## config.mk

```make
export PLATFORM = sky130hd
export DESIGN_NAME = exc_entry_unit
export DESIGN_NICKNAME = d
export VERILOG_FILES = /design/src/rtl/exc_entry_pkg.sv /design/src/rtl/exc_path_decode.sv /design/src/rtl/exc_bd_retaddr.sv /design/src/rtl/exc_entry_unit.sv
export SDC_FILE = /design/constraint.sdc
export NUM_CORES = 1
export LEC_CHECK = 0
export BUFFER_PORTS_ARGS = -buffer_cell sky130_fd_sc_hd__buf_2
export CAP_MARGIN = 5
export CORE_UTILIZATION = 35
export CTS_CLUSTER_SIZE = 24
export DETAILED_ROUTE_END_ITERATION = 12
export GPL_TIMING_DRIVEN = 0
export PLACE_DENSITY = 0.68
export SLEW_MARGIN = 20
export SYNTH_ARGS = -nofsm -noshare
export SYNTH_HDL_FRONTEND = slang
export SYNTH_SLANG_ARGS = --single-unit
```

## constraint.sdc

```tcl
create_clock -name clk -period 5 [get_ports clk]
set_input_delay 1 -clock clk [delete_from_list [all_inputs] [get_ports clk]]
set_output_delay 1 -clock clk [all_outputs]
set_load 0.01 [all_outputs]
```

## src/rtl/exc_entry_pkg.sv

```systemverilog
// Package: exc_entry_pkg
// Shared kind and path encodings and cause-word field positions for the
// exception entry unit. Assumes a 3-bit kind code and a 5-bit cause code.
package exc_entry_pkg;

    typedef enum logic [2:0] {
        K_INTR = 3'd0,
        K_COPU = 3'd1,
        K_OVF  = 3'd2,
        K_SYS  = 3'd3,
        K_BRK  = 3'd4,
        K_ERR  = 3'd5,
        K_DBG  = 3'd6,
        K_RSVD = 3'd7
    } exc_kind_e;

    typedef enum logic [1:0] {
        P_NONE = 2'd0,
        P_NORM = 2'd1,
        P_ERR  = 2'd2,
        P_DBG  = 2'd3
    } exc_path_e;

    localparam int CODE_W  = 5;
    localparam int CE_W    = 2;
    localparam int BD_BIT  = 31;
    localparam int CE_LSB  = 28;
    localparam int CODE_LSB = 2;

    localparam logic [CODE_W-1:0] C_INTR = 5'd0;
    localparam logic [CODE_W-1:0] C_COPU = 5'd11;
    localparam logic [CODE_W-1:0] C_OVF  = 5'd12;
    localparam logic [CODE_W-1:0] C_SYS  = 5'd8;
    localparam logic [CODE_W-1:0] C_BRK  = 5'd9;

endpackage

```

## src/rtl/exc_path_decode.sv

```systemverilog
// Module: exc_path_decode
// Maps a kind code to its entry path, the cause code it writes, whether
// the coprocessor field is rewritten, and the handler vector.
// Assumes: pure combinational; the vector of a normal entry depends on
// the boot-vector bit, error and debug entries have fixed vectors.
module exc_path_decode
    import exc_entry_pkg::*;
#(
    parameter int               AW       = 32,
    parameter logic [AW-1:0]    VEC_BOOT = 32'hBFC0_0200,
    parameter logic [AW-1:0]    VEC_RUN  = 32'h8000_0180,
    parameter logic [AW-1:0]    VEC_ERR  = 32'hBFC0_0000,
    parameter logic [AW-1:0]    VEC_DBG  = 32'hBFC0_0480
) (
    input  logic [2:0]          kind_i,
    input  logic                bev_i,
    output exc_path_e           path_o,
    output logic [CODE_W-1:0]   code_o,
    output logic                code_wr_o,
    output logic                ce_wr_o,
    output logic [AW-1:0]       vector_o
);

    // Decode kind into path, code and field-write enables
    always_comb begin
        path_o    = P_NORM;
        code_o    = C_INTR;
        code_wr_o = 1'b1;
        ce_wr_o   = 1'b0;
        unique case (exc_kind_e'(kind_i))
            K_INTR: code_o = C_INTR;
            K_COPU: begin
                code_o  = C_COPU;
                ce_wr_o = 1'b1;
            end
            K_OVF:  code_o = C_OVF;
            K_SYS:  code_o = C_SYS;
            K_BRK:  code_o = C_BRK;
            K_ERR: begin
                path_o    = P_ERR;
                code_wr_o = 1'b0;
            end
            K_DBG: begin
                path_o    = P_DBG;
                code_wr_o = 1'b0;
            end
            default: begin
                path_o    = P_NONE;
                code_wr_o = 1'b0;
            end
        endcase
    end

    // Select the handler address for the chosen path
    always_comb begin
        unique case (path_o)
            P_ERR:   vector_o = VEC_ERR;
            P_DBG:   vector_o = VEC_DBG;
            default: vector_o = bev_i ? VEC_BOOT : VEC_RUN;
        endcase
    end

endmodule

```

## src/rtl/exc_bd_retaddr.sv

```systemverilog
// Module: exc_bd_retaddr
// Computes the return address and the next branch-delay flag for an entry.
// Assumes: instructions are INSN_BYTES wide; the flag is only raised when
// the exception level is clear and is kept when it is already set.
module exc_bd_retaddr #(
    parameter int AW         = 32,
    parameter int INSN_BYTES = 4
) (
    input  logic [AW-1:0] pc_i,
    input  logic          dslot_i,
    input  logic          exl_i,
    input  logic          bd_cur_i,
    output logic [AW-1:0] ret_o,
    output logic          bd_next_o
);

    localparam logic [AW-1:0] STEP = AW'(INSN_BYTES);

    // Rewind to the branch when the fault sits in its delay slot
    always_comb ret_o = dslot_i ? (pc_i - STEP) : pc_i;

    // Delay flag: raise outside exception level, hold inside, clear otherwise
    always_comb begin
        if (!dslot_i)
            bd_next_o = 1'b0;
        else if (exl_i)
            bd_next_o = bd_cur_i;
        else
            bd_next_o = 1'b1;
    end

endmodule

```

## src/rtl/exc_entry_unit.sv

```systemverilog
// Module: exc_entry_unit
// Registers the outcome of one exception entry per cycle: the return
// address into the register of its path, the cause word fields, the
// vector and one-cycle status pulses. Assumes the core supplies the live
// exception-level and boot-vector bits and applies the pulses itself.
module exc_entry_unit
    import exc_entry_pkg::*;
#(
    parameter int AW         = 32,
    parameter int INSN_BYTES = 4
) (
    input  logic          clk,
    input  logic          rst_n,
    input  logic          exc_valid_i,
    input  logic [2:0]    exc_kind_i,
    input  logic [31:0]   exc_pc_i,
    input  logic          in_dslot_i,
    input  logic          st_exl_i,
    input  logic          st_bev_i,
    input  logic [1:0]    cop_num_i,
    output logic          entry_o,
    output logic [31:0]   vector_o,
    output logic [31:0]   epc_o,
    output logic [31:0]   err_epc_o,
    output logic [31:0]   dbg_epc_o,
    output logic [31:0]   cause_o,
    output logic          set_exl_o,
    output logic          set_erl_o,
    output logic          set_bev_o,
    output logic          set_dbg_o,
    output logic          clr_bpend_o
);

    localparam int PAD_HI = BD_BIT - (CE_LSB + CE_W);
    localparam int PAD_MD = CE_LSB - (CODE_LSB + CODE_W);

    exc_path_e          path;
    logic [CODE_W-1:0]  code_new;
    logic               code_wr;
    logic               ce_wr;
    logic [AW-1:0]      vec_new;
    logic [AW-1:0]      ret_new;
    logic               bd_new;
    logic               accept;

    logic               bd_q;
    logic [CE_W-1:0]    ce_q;
    logic [CODE_W-1:0]  code_q;

    exc_path_decode #(.AW(AW)) u_decode (
        .kind_i    (exc_kind_i),
        .bev_i     (st_bev_i),
        .path_o    (path),
        .code_o    (code_new),
        .code_wr_o (code_wr),
        .ce_wr_o   (ce_wr),
        .vector_o  (vec_new)
    );

    exc_bd_retaddr #(.AW(AW), .INSN_BYTES(INSN_BYTES)) u_retaddr (
        .pc_i      (exc_pc_i),
        .dslot_i   (in_dslot_i),
        .exl_i     (st_exl_i),
        .bd_cur_i  (bd_q),
        .ret_o     (ret_new),
        .bd_next_o (bd_new)
    );

    // A request is taken when valid and its kind maps to a path
    always_comb accept = exc_valid_i && (path != P_NONE);

    // Strobes and status pulses last exactly one cycle after a taken request
    always_ff @(posedge clk) begin
        if (!rst_n) begin
            entry_o     <= 1'b0;
            clr_bpend_o <= 1'b0;
            set_exl_o   <= 1'b0;
            set_erl_o   <= 1'b0;
            set_bev_o   <= 1'b0;
            set_dbg_o   <= 1'b0;
        end else begin
            entry_o     <= accept;
            clr_bpend_o <= accept;
            set_exl_o   <= accept && (path == P_NORM);
            set_erl_o   <= accept && (path == P_ERR);
            set_bev_o   <= accept && (path == P_ERR);
            set_dbg_o   <= accept && (path == P_DBG);
        end
    end

    // Cause fields and vector change only on a taken request
    always_ff @(posedge clk) begin
        if (!rst_n) begin
            bd_q     <= 1'b0;
            ce_q     <= '0;
            code_q   <= '0;
            vector_o <= '0;
        end else if (accept) begin
            bd_q     <= bd_new;
            vector_o <= vec_new;
            if (code_wr) code_q <= code_new;
            if (ce_wr)   ce_q   <= cop_num_i;
        end
    end

    // Return address lands only in the register of the taken path
    always_ff @(posedge clk) begin
        if (!rst_n) begin
            epc_o     <= '0;
            err_epc_o <= '0;
            dbg_epc_o <= '0;
        end else if (accept) begin
            unique case (path)
                P_ERR:   err_epc_o <= ret_new;
                P_DBG:   dbg_epc_o <= ret_new;
                default: epc_o     <= ret_new;
            endcase
        end
    end

    // Assemble the cause word from its held fields
    always_comb cause_o = {bd_q, {PAD_HI{1'b0}}, ce_q, {PAD_MD{1'b0}},
                           code_q, {CODE_LSB{1'b0}}};

endmodule

```

Word-level counts from Yosys, hierarchy flattened
Index checks and enable logic that the tools add are counted.
Word-level totals
  flip-flop bits (word level): 140
  output and inout bits: 166
  bits of input ports: 43
  logic and storage cells: 46
Cells by class
  equality and inequality tests: 10
  add/sub/neg operators: 1
  multiplexer cells: 9
  bitwise gates (word level): 1
  reductions and logical operators: 14
Operators with widths (count)
  32-bit case mux with 2 select lines: 1
  32-bit 2-to-1 mux: 1
  32-bit by 3-bit subtractor with 32-bit output, second input constant: 1
  30-bit 2-to-1 mux: 1
  4-bit case mux with 4 select lines: 1
  2-bit AND reduction: 6
  3-bit == test, second input constant: 3
  3-bit by 2-bit == test with 1-bit output, second input constant: 2
  2-bit case mux with 3 select lines: 1
  5-bit OR reduction: 1
  2-bit == test, second input constant: 2
  1-bit logical AND: 4
  1-bit 2-to-1 mux: 4
  3-bit by 1-bit == test with 1-bit output, second input constant: 1
  3-bit zero test: 1
  2-bit by 1-bit == test with 1-bit output, second input constant: 1
  2-bit != test, second input constant: 1
  2-bit nonzero test: 1
  2-bit OR reduction: 1
  1-bit inverter: 1

Longest topological paths before layout
Gate-level depths: netlist of the first run.
  depth after elaboration: 7
  depth in mapped cells: 7

Cells and area by module
A second synthesis of the first run with hierarchy kept.
Unflattened totals
  cell total of the unflattened synthesis: 708
  area, all modules: 6500.0 um2
Modules (own cells, without submodules)
  exc_entry_unit: sequential area each 2802.7 um2, area an instance 5489.0 um2, cells an instance 562, instances 1
  exc_bd_retaddr: sequential area each 0.0 um2, area an instance 649.4 um2, cells an instance 92, instances 1
  exc_path_decode: sequential area each 0.0 um2, area an instance 361.6 um2, cells an instance 54, instances 1

Worst setup path after synthesis of the first run
OpenSTA, ideal clock, no wires.
  path type: input to register
  start: input port exc_pc_i[28]
  end: register dbg_epc_o[31]
  data required time: 4.926 ns
  cell stages on the path: 4
  arrival: 2.589 ns
  path slack: 2.337 ns
  cells stage by stage: or4_4 > or4_4 > or4_4 > a31oi_1
Between the ends
  word-level cells in the longest chain between the ends: 2
RTL lines
  start: declaration: RTL line exc_entry_unit.sv:16  | input logic [31:0] exc_pc_i,
  32-bit by 3-bit subtractor with 32-bit output: RTL line exc_bd_retaddr.sv:20  | always_comb ret_o = dslot_i ? (pc_i - STEP) : pc_i;
  32-bit 2-to-1 mux: RTL line exc_bd_retaddr.sv:20
  end signal: assignment: RTL line exc_entry_unit.sv:115  | P_DBG: dbg_epc_o <= ret_new;
  end: declaration: RTL line exc_entry_unit.sv:25  | output logic [31:0] dbg_epc_o,
No other way between the ends.
A chain may end at the register's enable or synchronous reset.

Worst setup path in the final report of the first run
  start: input port exc_valid_i
  end: register dbg_epc_o[21]
Between the ends
  word-level cells in the longest chain between the ends: 2
RTL lines
  start: declaration: RTL line exc_entry_unit.sv:14  | input logic exc_valid_i,
  1-bit logical AND: RTL line exc_entry_unit.sv:70  | always_comb accept = exc_valid_i && (path != P_NONE);
  2-bit AND reduction (no source line)
No other way between the ends.

==> results of run 1 <==
layout make-up:
cell class	instances	area [µm²]	area share, %
well taps	180	225	3.33
multi-input cells	417	2350	34.8
inverters	5	18.8	0.277
plain buffers	97	567	8.37
clock buffers	26	529	7.82
clock inverters	5	25.0	0.370
flip-flops and latches	113	2260	33.4
repair buffers	158	791	11.7
power breakdown:
part / leakage (nW) / internal, mW / switching, mW
Combinational: 1.84 / 0.115 / 0.182
Clock: 0.282 / 0.717 / 0.400
Sequential: 0.924 / 0.945 / 0.0221
placed cells by master (no fill, tap or decap), types with 3 or more instances in the layout:
| master | instances |
|---|---|
| o21a_1 | 4 |
| buf_4 | 54 |
| clkbuf_16 | 17 |
| and4b_1 | 3 |
| or4_4 | 3 |
| or4_1 | 8 |
| clkbuf_1 | 43 |
| or3_1 | 5 |
| clkbuf_8 | 7 |
| o31ai_1 | 7 |
| nor4_1 | 4 |
| mux2i_1 | 3 |
| clkinv_2 | 5 |
| nand4_1 | 11 |
| nand3_1 | 12 |
| o21ai_0 | 64 |
| nor3_1 | 17 |
| buf_2 | 158 |
| nand2_1 | 34 |
| o2111ai_1 | 3 |
| nor2_1 | 56 |
| and2_1 | 3 |
| xor2_1 | 12 |
| dfxtp_1 | 113 |
| a211oi_1 | 28 |
| a31oi_1 | 31 |
| xnor2_1 | 3 |
| inv_1 | 5 |
| conb_1 | 44 |
| nand4b_1 | 3 |
| a21oi_1 | 33 |
state kept, by name, summed over array words and instances (netlist names):
register and flops:
dbg_epc_o 32, bd_q 1, epc_o 32, vector_o 6, clr_bpend_o 1, set_exl_o 1
ce_q 2, code_q 4, set_dbg_o 1, set_bev_o 1, err_epc_o 32
cell families (layout without fill, tap and decap cells):
logic type,Yosys count,after routing
flops,113,113
xor+xnor,15,15
other cells,1,44
compound gates,181,181
mux,3,3
fa+ha+maj,1,1
buf+inv,102,291
simple gates,173,173
per-stage QoR:
| stage | setup WS, ns | instance area [µm²] | hold slack, ns | utilization (%) |
|---|---|---|---|---|
| 2_1_floorplan | 2.34 | 5200 | 0.481 | - |
| 3_3_place_gp | 1.74 | 6220 | 0.441 | 44.4 |
| 3_5_place_dp | 1.73 | 6220 | 0.446 | 44.4 |
| 4_1_cts | 2.16 | 6770 | 0.453 | 48.4 |
| 5_1_grt | 1.87 | 6770 | 0.471 | 48.4 |
| 6_report | 2.11 | 6770 | 0.450 | 48.4 |
worst max path at each step:
stage / end / startpoint / cells past startpoint / slack (ns)
3_5_place_dp: dbg_epc_o[22]$_SDFFE_PN0P_ / exc_valid_i / 7 / 1.73
2_1_floorplan: dbg_epc_o[31]$_SDFFE_PN0P_ / exc_pc_i[28] / 4 / 2.34
3_3_place_gp: dbg_epc_o[29]$_SDFFE_PN0P_ / exc_valid_i / 7 / 1.74
4_1_cts: dbg_epc_o[22]$_SDFFE_PN0P_ / exc_valid_i / 7 / 2.16
6_report: dbg_epc_o[21]$_SDFFE_PN0P_ / exc_valid_i / 7 / 2.11
5_1_grt: dbg_epc_o[27]$_SDFFE_PN0P_ / exc_valid_i / 7 / 1.87
critical path: cells and delay by family:
kind	cells	cell delay [ns]
and+or+nand+nor	1	0.24
buffers and inverters	5	1.73
AOI/OAI and AO/OA	1	0.16
routing by layer:
layer,global-route usage (%),part of all wire [%]
met1,28.9,44
met2,36.3,47
met3,7.30,7.2
met4,8.41,1.6
met5,0,0
==> flow_summary_export.csv, run 1 <==
group,metric,value,unit
run_status,status,"completed",
setup_path,worst_path_max_delay_cell,"clkbuf_1",
sta,max_freq,346,MHz
setup_path,crit_type,"input port to register",
sta,clock_skew,0,ns
floorplan,num_rows,43,
route,first_iter_violations,339,
sta,drv_slew,0,
logic_synthesis,yosys.area.top_type_share,44.9,%
pwr,p_per_area,352,nW/µm²
layout,insertedDiodeCount,0,
logic_synthesis,ys_seq_elements,113,
logic_synthesis,syn_area_per_cell,8.56,µm²
worst_hold_path,holdPathEnd,"err_epc_o[3]$_SDFFE_PN0P_",
setup_path,crit_top_cell,"clkbuf_1",
logic_synthesis,yosys-top-cells-count,"dfxtp_1 (113), o21ai_0 (64), nor2_1 (56)",
worst_hold_path,hold_path.class,"register to register",
logic_synthesis,synth_xor_area_share,2.61,%
floorplan,io_pins,209,
global_route,grt_pass1_vias,4722,
worst_hold_path,min_path_cells,2,
floorplan,dieArea,14900,µm²
pwr,power.total,2.38,mW
global_route,overflow,0,
setup_path,slowest_delay,0.50,ns
setup_path,r2r_slack,4.23,ns
layout,final_net_count,853,
global_route,antenna_found_initial,0,
clock_tree,cts_buffer_depth,2,
route,remaining_drc_errors,0,
floorplan,dieHeight,122,µm
logic_synthesis,yosysTopAreaCell,"dfxtp_1",
sta,tns,0,ns
floorplan,core,14000,µm²
floorplan,die_w,122,µm
logic_synthesis,netlist_area,5040,µm²
pwr,irDropWorstVdd,0.000241,V
clock_tree,cts_tree,"done",
layout,drive_gt1_share,30.8,%
global_route,grt_max_degree,17,
logic_synthesis,synth_most_common_cell,"dfxtp_1",
clock_tree,post_cts_buffers,0,
logic_synthesis,synth_top_family_by_area,"compound AO/OA/AOI/OAI gates",
worst_hold_path,worstHoldStart,"err_epc_o[3]$_SDFFE_PN0P_",
logic_synthesis,synth_area_leaders,"dfxtp_1 (45%), buf_4 (8.0%), o21ai_0 (6.4%)",
sta,fin_crit,2.89,ns
setup_path,crit_required,5.25,ns
layout,nFillCells,1452,
layout,syn_to_final_growth,34.4,%
placed_design,post-dp-hpwl,12.1,mm
clock_tree,numCtsBuffers,17,
route,firstDrtPassIters,4,
layout,instances_no_fill,1001,
clock_tree,cts_root_buf,"clkbuf_16",
logic_synthesis,synth_mux_area_share,0.596,%
logic_synthesis,ys_types,51,
setup_path,crit_path_start_kind,"input port",
placed_design,io_buffers,158,
sta,setup_viol,0,
route,wl_per_cell,16.8,µm
clock_tree,cts_sinks,113,
setup_path,worstReg2RegEnd,"vector_o[29]$_SDFFE_PN0P_",
logic_synthesis,synth-compound-area-share,21.7,%
logic_synthesis,netlist_instances,589,
route,drtAntennaViolNets,0,
job,cap_violations,0,
clock_tree,clk_latency,0.41,ns
clock_tree,hold_buffers,0,
placed_design,routabilityCongestion,0.865,
setup_path,path_max_fanout,10,
clock_tree,cts_max_level,4,
setup_path,rr_worst_depth,2,
global_route,grt_usage,22.9,%
sta,grt_setup_unrepaired,"false",
pwr,leakage,3.04,nW
logic_synthesis,synth_warnings,0,
setup_path,arrival,3.14,ns
route,vias,5115,
clock_tree,cts.clk_slew.worst_paths,0.05,ns
logic_synthesis,yosysSeqAreaShare,44.9,%
logic_synthesis,synthFlopType,"dfxtp_1",
sta,period_share,57.8,%
route,routed_via_density,5.11,
logic_synthesis,async_flop_share,0,%
sta,hold_violations,0,
setup_path,crit_chain,"buf_2 -> clkbuf_1 -> and4b_1 -> clkbuf_1 -> clkbuf_1 -> clkbuf_1 -> a31oi_1",
route,routed_wl,16.8,mm
logic_synthesis,synth-edff-count,0,
global_route,grt_pass1_wl,25.7,mm
logic_synthesis,synthAdderAreaFrac,0.248,%
clock_tree,postCtsResizedCells,0,
sta,maxSlewHeadroom,33.6,%
setup_path,end_kind,"register",
logic_synthesis,synth-simple-area-share,18.3,%
setup_path,reg2reg_from,"vector_o[29]$_SDFFE_PN0P_",
sta,tightest_slew,0.986,ns
placed_design,dp.cells,970,
floorplan,start_util,36.0,%
(Power assumes the default switching activity.)
==> inputs of run 2 (changes only) <==
--- a/config.mk
+++ b/config.mk
@@ -5,13 +5,14 @@
 export SDC_FILE = /design/constraint.sdc
 export NUM_CORES = 1
 export LEC_CHECK = 0
+export ABC_AREA = 1
 export BUFFER_PORTS_ARGS = -buffer_cell sky130_fd_sc_hd__buf_2
 export CAP_MARGIN = 5
 export CORE_UTILIZATION = 35
 export CTS_CLUSTER_SIZE = 24
 export DETAILED_ROUTE_END_ITERATION = 12
 export GPL_TIMING_DRIVEN = 0
-export PLACE_DENSITY = 0.68
+export PLACE_DENSITY = 0.67
 export SLEW_MARGIN = 20
 export SYNTH_ARGS = -nofsm -noshare
 export SYNTH_HDL_FRONTEND = slang
==> constraint.sdc (replaced) <==
create_clock -name clk -period 2.7 [get_ports clk]
set_input_delay 0.54 -clock clk [delete_from_list [all_inputs] [get_ports clk]]
set_output_delay 0.54 -clock clk [all_outputs]
set_load 0.01 [all_outputs]
==> run 2 against run 1 <==
Compared with the run above: clock skew is the same; worst setup slack worse by 1.2 ns; critical path type unchanged; largest cell class unchanged; non-clock buffer count fell by 7.
==> flow_summary_export.csv, run 2 <==
group,metric,value,unit
sta,fin_crit,1.75,ns
logic_synthesis,yosys-top-cells-count,"inv_1 (114), dfxtp_1 (113), nand2_1 (95)",
pwr,leakage,4.16,nW
clock_tree,numCtsBuffers,17,
logic_synthesis,syn_area_per_cell,7.58,µm²
logic_synthesis,async_flop_share,0,%
sta,clock_skew,0,ns
logic_synthesis,netlist_instances,748,
global_route,grt_pass1_wl,27.2,mm
pwr,seqPwrFrac,38.4,%
pwr,comb_power_share,12.9,%
setup_path,end_kind,"register",
pwr,p_int,3.47,mW
logic_synthesis,synth-edff-count,0,
layout,drive_gt1_share,30.8,%
route,first_iter_violations,328,
pwr,power.total,4.67,mW
pwr,p_per_area,620,nW/µm²
sta,tightest_slew,0.642,ns
worst_hold_path,hold_path.class,"input port to register",
sta,maxSlewHeadroom,57.2,%
job,cap_violations,0,
clock_tree,cts_max_level,4,
clock_tree,postCtsResizedCells,0,
sta,grt_setup_unrepaired,"false",
pwr,irDropWorstVdd,0.000441,V
clock_tree,cts.clk_slew.worst_paths,0.05,ns
logic_synthesis,yosysTopAreaCell,"dfxtp_1",
clock_tree,post_cts_buffers,0,
logic_synthesis,netlist_area,5670,µm²
floorplan,start_util,35.8,%
global_route,overflow,0,
clock_tree,cts_root_buf,"clkbuf_16",
floorplan,io_pins,209,
global_route,grt_max_degree,17,
floorplan,die_w,129,µm
pwr,switchingPower,1.20,mW
logic_synthesis,yosys.area.top_type_share,39.9,%
setup_path,crit_type,"input port to register",
layout,register_area,2260,µm²
clock_tree,cts_buffer_depth,2,
route,remaining_drc_errors,0,
run_status,status,"completed",
pwr,p_clk_share,48.6,%
layout,reg_top3,"dbg_epc_o (32), epc_o (32), err_epc_o (32)",
clock_tree,cts_tree,"done",
layout,final_cell_mix,"buf_2 (172), inv_1 (114), dfxtp_1 (113), nand2_1 (95), o21ai_0 (79)",
clock_tree,clk_latency,0.41,ns
logic_synthesis,synth_warnings,0,
route,routed_wl,18.1,mm
logic_synthesis,ys_seq_elements,113,
layout,syn_to_final_growth,32.7,%
logic_synthesis,synth_most_common_cell,"inv_1",
placed_design,post-dp-hpwl,13.8,mm
logic_synthesis,synth_area_leaders,"dfxtp_1 (40%), buf_4 (7.5%), inv_1 (7.5%)",
placed_design,routabilityCongestion,0.909,
layout,final_common_cell,"buf_2",
setup_path,path_max_fanout,8,
sta,setup_viol,0,
setup_path,crit_required,3.07,ns
placed_design,post-place-ws,0.566,ns
setup_path,crit_path_start_kind,"input port",
sta,period_share,64.7,%
route,routed_via_density,4.49,
sta,tns,0,ns
sta,setup_ws,0.952,ns
logic_synthesis,synthFlopType,"dfxtp_1",
layout,nFillCells,1619,
sta,drv_slew,0,
global_route,grt_pass1_vias,4873,
placed_design,io_buffers,163,
sta,max_freq,572,MHz
route,vias,5401,
route,wl_per_cell,15.0,µm
global_route,antenna_found_initial,1,
floorplan,core,15800,µm²
layout,final_core_util,47.5,%
logic_synthesis,ys_types,42,
layout,multi_input_area,2530,µm²
layout,final_net_count,1017,
floorplan,dieArea,16700,µm²
global_route,grt_usage,22.2,%
clock_tree,hold_buffers,0,
pwr,switching_share,25.7,%
route,firstDrtPassIters,5,
floorplan,dieHeight,129,µm
setup_path,arrival,2.11,ns
clock_tree,cts_sinks,113,
sta,hold_violations,0,
sta,whs,0.347,ns
floorplan,num_rows,46,
logic_synthesis,yosysSeqAreaShare,39.9,%
route,drtAntennaViolNets,0,
-- run 2: metal layers --
metal	routed length [µm]	global-route usage [%]	share of wire (%)	up-vias
met5	0	0	0	-
met4	301	8.30	1.7	0
met3	1210	5.28	6.7	18
met2	8140	35.1	45	205
met1	8420	29.1	47	2424
li1	-	-	-	2754
-- run 2: path summary, 6_finish.rpt --
kind | slack [ns] | from | endpoint | cells after the start
max | 0.95 | exc_pc_i[2] | epc_o[14]$_SDFFE_PN0P_ | 9
min | 0.35 | cop_num_i[1] | ce_q[1]$_SDFFE_PN0P_ | 3
max reg2reg | 1.88 | dbg_epc_o[25]$_SDFFE_PN0P_ | dbg_epc_o[25]$_SDFFE_PN0P_ | 3
min reg2reg | 0.46 | code_q[2]$_SDFFE_PN0P_ | code_q[2]$_SDFFE_PN0P_ | 2
-- run 2: cell families (layout without fill, tap and decap cells) --
kind of cell | after synthesis | count (layout) | synth area share, %
AND/OR/NAND/NOR | 246 | 246 | 21.3
buffers and inverters | 202 | 397 | 18.3
other | 1 | 45 | 0.0661
XOR/XNOR | 9 | 9 | 1.39
AO/OA/AOI/OAI | 176 | 176 | 18.9
flip-flops | 113 | 113 | 39.9
adder cells (fa/ha/maj) | 1 | 1 | 0.221
-- run 2: per-stage QoR --
step	cells	instance area, µm²
2_1_floorplan	791	5830
3_3_place_gp	1170	6920
3_5_place_dp	1170	6920
4_1_cts	1202	7520
5_1_grt	1202	7520
6_report	1203	7530
-- run 2: power by group through the flow --
stage	sequential (mW)	clock [mW]	combinational [mW]
2_1_floorplan	1.86	0	0.331
3_3_place_gp	1.83	0	0.595
3_5_place_dp	1.83	0	0.602
4_1_cts	1.79	2.31	0.605
5_1_grt	1.80	2.38	0.675
6_report	1.79	2.27	0.604
-- run 2: area by class of cell --
type                    count  share of cell area [%]
multi-input cells         476                    33.7
flip-flops and latches    113                    30.1
repair buffers            163                    10.8
plain buffers              85                    7.96
clock buffers              24                    6.67
inverters                 117                    5.84
well taps                 216                    3.59
clock inverters             8                    1.35
diodes                      1                  0.0333
-- run 2: critical path: stages --
cell	delay, ns
buf_2	0.14
inv_1	0.08
ha_1	0.21
nand3_4	0.15
nor2_8	0.21
nand2_1	0.09
xnor2_1	0.49
o21bai_1	0.12
inv_1	0.07
